**src/rtl/freqmon_pkg.sv**
```systemverilog
// Shared definitions for the frequency window monitor.
// Assumes: thresholds are expressed in parts per million of a count.
package freqmon_pkg;

    // Scale of a ppm threshold.
    localparam longint unsigned PPM_SCALE = 64'd1_000_000;

    // Where a measurement falls against a hysteresis pair.
    typedef enum logic [1:0] {
        BAND_INSIDE  = 2'd0,
        BAND_BETWEEN = 2'd1,
        BAND_OUTSIDE = 2'd2
    } band_e;

    // Next state of a hysteretic flag: set inside, clear outside, hold between.
    function automatic logic band_next(band_e band, logic prev);
        case (band)
            BAND_INSIDE:  band_next = 1'b1;
            BAND_OUTSIDE: band_next = 1'b0;
            default:      band_next = prev;
        endcase
    endfunction

endpackage

```
**src/rtl/freqmon_gate_timer.sv**
```systemverilog
// Gate timer: counts timebase cycles and marks the last cycle of each gate.
// Assumes: GATE_CYCLES >= 2; the first gate starts at the first edge out of reset.
module freqmon_gate_timer #(
    parameter int GATE_CYCLES = 65536
) (
    input  logic clk,
    input  logic rst_n,
    output logic gate_end
);
    localparam int TMR_W = $clog2(GATE_CYCLES);
    localparam logic [TMR_W-1:0] LAST = TMR_W'(GATE_CYCLES - 1);

    logic [TMR_W-1:0] tick;

    // Flag the final cycle of the current gate.
    always_comb gate_end = (tick == LAST);

    // Advance the cycle position, wrapping at the gate length.
    always_ff @(posedge clk) begin
        if (!rst_n)        tick <= '0;
        else if (gate_end) tick <= '0;
        else               tick <= tick + 1'b1;
    end
endmodule

```
**src/rtl/freqmon_edge_counter.sv**
```systemverilog
// Edge counter: accumulates one-cycle pulses and captures the total per gate.
// Assumes: at most one pulse per cycle, so a count never exceeds the gate length.
module freqmon_edge_counter #(
    parameter int CNT_W = 17
) (
    input  logic             clk,
    input  logic             rst_n,
    input  logic             pulse,
    input  logic             gate_end,
    output logic [CNT_W-1:0] count,
    output logic             count_vld
);
    logic [CNT_W-1:0] running;

    // Accumulate pulses; on the last gate cycle capture the total, including that cycle.
    always_ff @(posedge clk) begin
        if (!rst_n) begin
            running   <= '0;
            count     <= '0;
            count_vld <= 1'b0;
        end else if (gate_end) begin
            count     <= running + CNT_W'(pulse);
            running   <= '0;
            count_vld <= 1'b1;
        end else begin
            running   <= running + CNT_W'(pulse);
            count_vld <= 1'b0;
        end
    end
endmodule

```
**src/rtl/freqmon_qualifier.sv**
```systemverilog
// Frequency qualifier: hysteretic check of the reference count against nominal.
// Assumes: NOM_COUNT <= 2**CNT_W - 1 and QUAL_IN_PPM <= QUAL_OUT_PPM.
module freqmon_qualifier
    import freqmon_pkg::*;
#(
    parameter int CNT_W        = 17,
    parameter int NOM_COUNT    = 60000,
    parameter int QUAL_IN_PPM  = 24000,
    parameter int QUAL_OUT_PPM = 80000
) (
    input  logic             clk,
    input  logic             rst_n,
    input  logic             meas_vld,
    input  logic [CNT_W-1:0] ref_count,
    output logic             freq_ok
);
    localparam logic [CNT_W-1:0] NOM_C = CNT_W'(NOM_COUNT);
    localparam longint unsigned ENTER_DEV =
        (longint'(NOM_COUNT) * longint'(QUAL_IN_PPM)) / PPM_SCALE;
    localparam longint unsigned LEAVE_DEV =
        (longint'(NOM_COUNT) * longint'(QUAL_OUT_PPM)) / PPM_SCALE;

    logic [CNT_W-1:0] dev;
    band_e            band;

    // Absolute distance of the measured count from nominal.
    always_comb dev = (ref_count >= NOM_C) ? (ref_count - NOM_C) : (NOM_C - ref_count);

    // Classify the distance; a silent reference is always outside.
    always_comb begin
        if (ref_count == '0)                  band = BAND_OUTSIDE;
        else if (64'(dev) <= 64'(ENTER_DEV))  band = BAND_INSIDE;
        else if (64'(dev) >  64'(LEAVE_DEV))  band = BAND_OUTSIDE;
        else                                  band = BAND_BETWEEN;
    end

    // Update the qualification flag once per captured measurement.
    always_ff @(posedge clk) begin
        if (!rst_n)        freq_ok <= 1'b0;
        else if (meas_vld) freq_ok <= band_next(band, freq_ok);
    end
endmodule

```
**src/rtl/freqmon_lock_detect.sv**
```systemverilog
// Lock detector: hysteretic ppm comparison of feedback count against reference count.
// Assumes: counts come from the same gate; holdover overrides every evaluation.
module freqmon_lock_detect
    import freqmon_pkg::*;
#(
    parameter int CNT_W        = 17,
    parameter int LOCK_IN_PPM  = 500,
    parameter int LOCK_OUT_PPM = 800
) (
    input  logic             clk,
    input  logic             rst_n,
    input  logic             meas_vld,
    input  logic             holdover,
    input  logic [CNT_W-1:0] ref_count,
    input  logic [CNT_W-1:0] fb_count,
    output logic             lock_n
);
    localparam logic [63:0] ENTER_K = 64'(LOCK_IN_PPM);
    localparam logic [63:0] LEAVE_K = 64'(LOCK_OUT_PPM);

    logic [CNT_W-1:0] gap;
    logic [63:0]      gap_scaled;
    logic [63:0]      enter_lim;
    logic [63:0]      leave_lim;
    band_e            band;

    // Distance between the two counts, scaled to ppm units.
    always_comb begin
        gap        = (ref_count >= fb_count) ? (ref_count - fb_count) : (fb_count - ref_count);
        gap_scaled = 64'(gap) * PPM_SCALE;
        enter_lim  = 64'(ref_count) * ENTER_K;
        leave_lim  = 64'(ref_count) * LEAVE_K;
    end

    // Classify the scaled distance; no reference means no lock.
    always_comb begin
        if (ref_count == '0)             band = BAND_OUTSIDE;
        else if (gap_scaled <= enter_lim) band = BAND_INSIDE;
        else if (gap_scaled >  leave_lim) band = BAND_OUTSIDE;
        else                              band = BAND_BETWEEN;
    end

    // Active-low lock flag: forced high in holdover, else updated per measurement.
    always_ff @(posedge clk) begin
        if (!rst_n)        lock_n <= 1'b1;
        else if (holdover) lock_n <= 1'b1;
        else if (meas_vld) lock_n <= ~band_next(band, ~lock_n);
    end
endmodule

```
**src/rtl/freq_window_monitor.sv**
```systemverilog
// Frequency window monitor top: gate timer, two edge counters, qualifier and lock detector.
// Assumes: pulse inputs are synchronized to clk with at most one pulse per cycle.
module freq_window_monitor #(
    parameter int GATE_CYCLES  = 65536,
    parameter int NOM_COUNT    = 60000,
    parameter int QUAL_IN_PPM  = 24000,
    parameter int QUAL_OUT_PPM = 80000,
    parameter int LOCK_IN_PPM  = 500,
    parameter int LOCK_OUT_PPM = 800
) (
    input  logic clk,
    input  logic rst_n,
    input  logic ref_pulse,
    input  logic fb_pulse,
    input  logic holdover,
    output logic freq_ok,
    output logic lock_n
);
    localparam int CNT_W = $clog2(GATE_CYCLES + 1);
    localparam int N_CH  = 2;

    logic             gate_end;
    logic [N_CH-1:0]  pulses;
    logic [N_CH-1:0]  cnt_vld;
    logic [CNT_W-1:0] counts [N_CH];
    logic [CNT_W-1:0] ref_count;
    logic [CNT_W-1:0] fb_count;
    logic             meas_vld;

    // Gather the pulse inputs: channel 0 reference, channel 1 feedback.
    always_comb pulses = {fb_pulse, ref_pulse};

    freqmon_gate_timer #(.GATE_CYCLES(GATE_CYCLES)) u_gate (
        .clk      (clk),
        .rst_n    (rst_n),
        .gate_end (gate_end)
    );

    for (genvar ch = 0; ch < N_CH; ch++) begin : g_chan
        freqmon_edge_counter #(.CNT_W(CNT_W)) u_cnt (
            .clk       (clk),
            .rst_n     (rst_n),
            .pulse     (pulses[ch]),
            .gate_end  (gate_end),
            .count     (counts[ch]),
            .count_vld (cnt_vld[ch])
        );
    end

    // Name the captured counts and their shared valid strobe.
    always_comb begin
        ref_count = counts[0];
        fb_count  = counts[1];
        meas_vld  = &cnt_vld;
    end

    freqmon_qualifier #(
        .CNT_W        (CNT_W),
        .NOM_COUNT    (NOM_COUNT),
        .QUAL_IN_PPM  (QUAL_IN_PPM),
        .QUAL_OUT_PPM (QUAL_OUT_PPM)
    ) u_qual (
        .clk       (clk),
        .rst_n     (rst_n),
        .meas_vld  (meas_vld),
        .ref_count (ref_count),
        .freq_ok   (freq_ok)
    );

    freqmon_lock_detect #(
        .CNT_W        (CNT_W),
        .LOCK_IN_PPM  (LOCK_IN_PPM),
        .LOCK_OUT_PPM (LOCK_OUT_PPM)
    ) u_lock (
        .clk       (clk),
        .rst_n     (rst_n),
        .meas_vld  (meas_vld),
        .holdover  (holdover),
        .ref_count (ref_count),
        .fb_count  (fb_count),
        .lock_n    (lock_n)
    );
endmodule

```
**config.mk**
```make
export PLATFORM = sky130hd
export DESIGN_NAME = freq_window_monitor
export DESIGN_NICKNAME = d
export VERILOG_FILES = /design/src/rtl/freqmon_pkg.sv /design/src/rtl/freqmon_gate_timer.sv /design/src/rtl/freqmon_edge_counter.sv /design/src/rtl/freqmon_qualifier.sv /design/src/rtl/freqmon_lock_detect.sv /design/src/rtl/freq_window_monitor.sv
export SDC_FILE = /design/constraint.sdc
export NUM_CORES = 1
export LEC_CHECK = 0
export CORE_ASPECT_RATIO = 2
export CORE_MARGIN = 3
export CORE_UTILIZATION = 45
export DETAILED_ROUTE_END_ITERATION = 16
export PLACE_DENSITY_LB_ADDON = 0.2
export SYNTH_ARGS = -nofsm -noshare
export SYNTH_HDL_FRONTEND = slang
export SYNTH_HIERARCHICAL = 1
export SYNTH_SLANG_ARGS = --single-unit
```
**constraint.sdc**
```tcl
create_clock -name clk -period 10.6 [get_ports clk]
set_clock_uncertainty 0.05 [all_clocks]
set_input_delay 1.06 -clock clk [delete_from_list [all_inputs] [get_ports clk]]
set_output_delay 1.06 -clock clk [all_outputs]
set_load 0.005 [all_outputs]
```
# After elaboration in Yosys (flattened, before gate mapping)
# Cells that the tools add are included.
dict set report totals {
  regBits 87
  inputBits 5
  output_inout_bits 2
  wordCells 51
}
dict set report op_classes {
  n_addsub 7
  multipliers 3
  magnitude_cmp 6
  n_eq_ne 3
  mux 14
  n_bitwise 3
  reduce_logical 7
}
# operator count
set ops {}
lappend ops {{$gt 37x27->1} 1}
lappend ops {{$le 37x26->1} 1}
lappend ops {{$add 17x1->17} 2}
lappend ops {{$mux 17} 2}
lappend ops {{$sub 17x17->17} 2}
lappend ops {{$mul 17x14->31 const B} 1}
lappend ops {{$mul 17x7->24 const B} 1}
lappend ops {{$mul 17x5->22 const B} 1}
lappend ops {{$ge 17x16->1 const B} 1}
lappend ops {{$ge 17x17->1} 1}
lappend ops {{$gt 17x13->1 const B} 1}
lappend ops {{$le 17x11->1 const B} 1}
lappend ops {{$logic_not 17->1} 1}
lappend ops {{$sub 16x17->17 const A} 1}
lappend ops {{$sub 17x16->17 const B} 1}
lappend ops {{$add 16x1->16 const B} 1}
lappend ops {{$eq 16x16->1 const B} 1}
lappend ops {{$mux 2} 6}
lappend ops {{$eq 2x2->1 const B} 2}
lappend ops {{$logic_not 2->1} 2}
lappend ops {{$mux 1} 4}
lappend ops {{$pmux 1 s2} 2}
lappend ops {{$reduce_or 2->1} 2}
lappend ops {{$not 1->1} 3}
lappend ops {{other kinds (2)} 2}

# Logic depth before layout (Yosys ltp)
dict set report logic_depth {
  depth_word 13
  mapped_depth 41
  ltp_nobuf 39
}

# By module
# The synthesis kept the hierarchy.
# module n_inst cells_each area_each_um2 seq_area_each_um2
set modules_own_cells {}
lappend modules_own_cells {freqmon_lock_detect 1 1197 10630.2 20.0}
lappend modules_own_cells {freqmon_edge_counter 2 143 1318.8 700.7}
lappend modules_own_cells {freqmon_qualifier 1 126 830.8 20.0}
lappend modules_own_cells {freqmon_gate_timer 1 77 710.7 320.3}
lappend modules_own_cells {freq_window_monitor 1 1 6.3 0.0}

# Worst setup path before layout
# Ideal clock, no wire load.
dict set report synth_path {
  path_type {register to register}
  startpoint {register g_chan[0].u_cnt.count[8]}
  endpoint {register (tool-made name)}
  setup_time_ns 0.070
  t_arrival_ns 8.719
  t_required_ns 10.480
  setup_slack_ns 1.761
  path_stages_with_launch 38
  n_path_buf 2
  synth_period_minus_slack_ns 8.839
  path_cell_list {dfxtp_1 > ha_1 > buf_6 > and2_4 > and3_4 > and4_4 > a221oi_4 > nand2_2 > a21oi_4 > buf_1 > mux2i_1 > xnor2_1 > ha_1 > fa_1 > fa_1 > inv_1 > fa_1 > inv_1 > [... 2 more ...] > fa_1 > inv_1 > ha_1 > a21oi_1 > nor2_1 > a211oi_1 > o31ai_1 > a21o_1 > a21o_1 > o21a_1 > ha_1 > and3_1 > nand3_1 > nor3_1 > a21boi_0 > a211oi_1 > a2111o_1 > a21oi_1}
}
# item line
set synth_lines {}
lappend synth_lines {{start, declared} freqmon_edge_counter.sv:10} ;# output logic [CNT_W-1:0] count,
lappend synth_lines {{start signal, assigned} freqmon_edge_counter.sv:22} ;# count <= running + CNT_W'(pulse);

==> out/metrics.csv <==
metric,value,unit
Clock Pin Slew Worst Setup and Hold Paths,70,ps
Syn Std Cell Area,0.0148,mm2
RSZ-0062 raised after global routing,false,
family with the most delay on the worst path,adder cells,
Initial Util,45.8,%
slowest CP cell,dfxtp_1,
number of buffers created by CTS,9,
Post-synth ARST share,0,%
post-synthesis net count,2109,
global-route wire length before repair,67100,um
post-route non-filler standard cell count,2124,
CP endpoint kind,flip-flop,
Worst Hold Class,flip-flop to flip-flop,
outcome,"complete, no violations",
Min-Delay Path Depth,2,
total power per unit cell area,42.5,mW/mm2
vias in the first global route,12855,
# rows,93,
Post-Syn Instances,1687,
Final Setup Violations,0,
"Hold Vio Cnt, Final",0,
Clock Path Buffers,2,
Cell variety after synth,98,
number of H-tree levels,3,
Area Growth Syn to Fin,5.87,%
nets,2114,
Worst Path Required,10840,ps
Final Core Density,48.5,%
die width,134,um
# clock sinks,88,
post-cts sizing count,0,
Routed WL per cell,19.8,um
Via density,5.70,
Detailed Route WL,42100,um
I/O pins,7,
max incr delay on CP,820,ps
Post-CTS Setup Inserts,0,
initial DRC count,429,
Post-synth EDFFs,0,
DRC Markers,0,
clk_lat worst skew,360,ps
placer congestion estimate,0.969,
Die H,263,um
WP buf/inv,4,
initial antenna violation count,0,
RR Startpoint,g_chan[0].u_cnt/count[2],
Crit Path Class,flip-flop to flip-flop,
post-layout instance area,0.0157,mm2
Tmin final,9910,ps
Worst-Margin Slew,857,ps
crit-path max FO,14,
ANT cells,0,
Detailed Place HPWL,35800,um
Slew HR,42.4,%
Tcrit/Tclk final,93.5,%
Final ANT Viol Nets,0,
Syn Area/Cell,8.78,um2
largest net degree at the start of global routing,69,
register area share after synthesis,11.9,%
most frequent cells in the layout,"ha_1 (288), inv_1 (225), fa_1 (129)",
Core ar.,0.0323,mm2
CP dominant cell by count,ha_1,
"most common cell after layout, fill and taps aside",ha_1,
Final Max Tran Viols,0,
"FF+latch count, synth",88,
TritonCTS clock tree,built,
CP startpoint kind,flip-flop,
Worst VDD drop,0.149,mV
synthesis warning total,6,
Worst Min Path Start,u_qual/freq_ok,
clk root buf,clkbuf_16,
placed instance area,0.0154,mm2
hold buffer count at cts,0,
leakage power total,0.00817,uW
IO buf count,6,
Total GRT Usage,24.3,%
gr ovfl total,0,
first-pass iteration count of the detailed router,7,
setup TNS,0,ps
top_reg_cell synth,dfxtp_1,
hold endpoint,u_qual/freq_ok,
dpl cells,2108,
vias,12104,
ratio of cells with drive above 1 in the final layout,4.83,%
worst hold slack,447,ps
Register-to-Register Path Depth,35,
crit path DAT,10150,ps
Max Cap Viol,0,
internal reg-to-reg setup slack,690,ps
Die ar.,0.0353,mm2
f_max,0.101,GHz
[through the flow]
| stage | setup slack, ps | power (uW) |
|---|---|---|
| floorplan | 1760 | 351 |
| global placement | 1090 | 359 |
| detailed placement | 788 | 359 |
| CTS | 754 | 679 |
| global route | 148 | 694 |
| finish | 693 | 667 |
[sequential cells by signal (all words and copies together), names as in the netlist, named ones only]
signal / cells
u_qual/freq_ok: 1
u_gate/tick: 16
g_chan.u_cnt/count_vld: 2
g_chan.u_cnt/count: 34
g_chan.u_cnt/running: 34
[tightest hold or removal path, stage by stage, from the launching register on]
cell      delay (ps)
dfxtp_1          330
inv_1             60
a222oi_1          50
[cell families (layout without fill, tap and decap cells)]
family                   count (synthesis)  count (layout)  synth area share, %
AND/OR/NAND/NOR                        425             425                 14.7
adder cells (fa/ha/maj)                417             417                 41.8
AO/OA/AOI/OAI                          360             360                 16.4
buffers and inverters                  260             270                 6.98
XOR/XNOR                               121             121                 7.15
flip-flops                              88              88                 11.9
multiplexers                            16              16                 1.12
[metal layers]
layer / vias to the layer above / GRT usage [%] / part of all wire [%]
li1: 5885 / - / -
met1: 5817 / 22.7 / 34
met2: 260 / 47.2 / 55
met3: 142 / 2.11 / 2.1
met4: 0 / 18.0 / 8.7
met5: - / 0 / 0
[report_power, final]
| group | switching [uW] | internal, uW |
|---|---|---|
| combinational | 10.1 | 5.54 |
| clock | 150 | 166 |
| sequential | 2.45 | 333 |
[final cells by class]
cell class                 instances  area [um2]
multi-input combinational       1339       12000
sequential                        88        1760
timing repair buffer              28         225
tap                              427         534
clock inverter                     7        70.1
inverter                         226         848
clock buffer                       9         225
fill                            3258       16700
[Yosys cell counts (8+ instances only)]
cell type	number	area [um2]
a31oi_1	10	62.6
nor2_1	111	417
nor2b_1	14	87.6
nand3_1	48	240
a211oi_1	12	90.1
nand2b_1	25	156
xnor2_1	74	648
xor2_1	47	412
nand4_1	34	213
clkbuf_1	24	90.1
inv_1	226	848
mux2i_1	13	130
fa_1	129	2580
nand2_1	74	278
nor3_1	35	175
and2_1	14	87.6
o211a_1	10	100
ha_1	288	3600
a21o_1	44	330
and3_1	8	50.1
o21ai_0	73	365
dfxtp_1	88	1760
nor4_1	19	119
o211ai_1	11	82.6
a21oi_1	107	536
o21bai_1	12	90.1
[worst max path at each step]
stage                                   from         to  slack (ps)  depth (start not counted)
floorplan           g_chan[0].u_cnt/count[8]  flip-flop        1760                         37
global placement    g_chan[0].u_cnt/count[2]  flip-flop        1090                         35
detailed placement  g_chan[0].u_cnt/count[2]  flip-flop         790                         35
CTS                 g_chan[0].u_cnt/count[2]  flip-flop         750                         35
global route        g_chan[0].u_cnt/count[2]  flip-flop         150                         35
finish              g_chan[0].u_cnt/count[2]  flip-flop         690                         35
No activity file was read; power rests on OpenSTA's default activity.
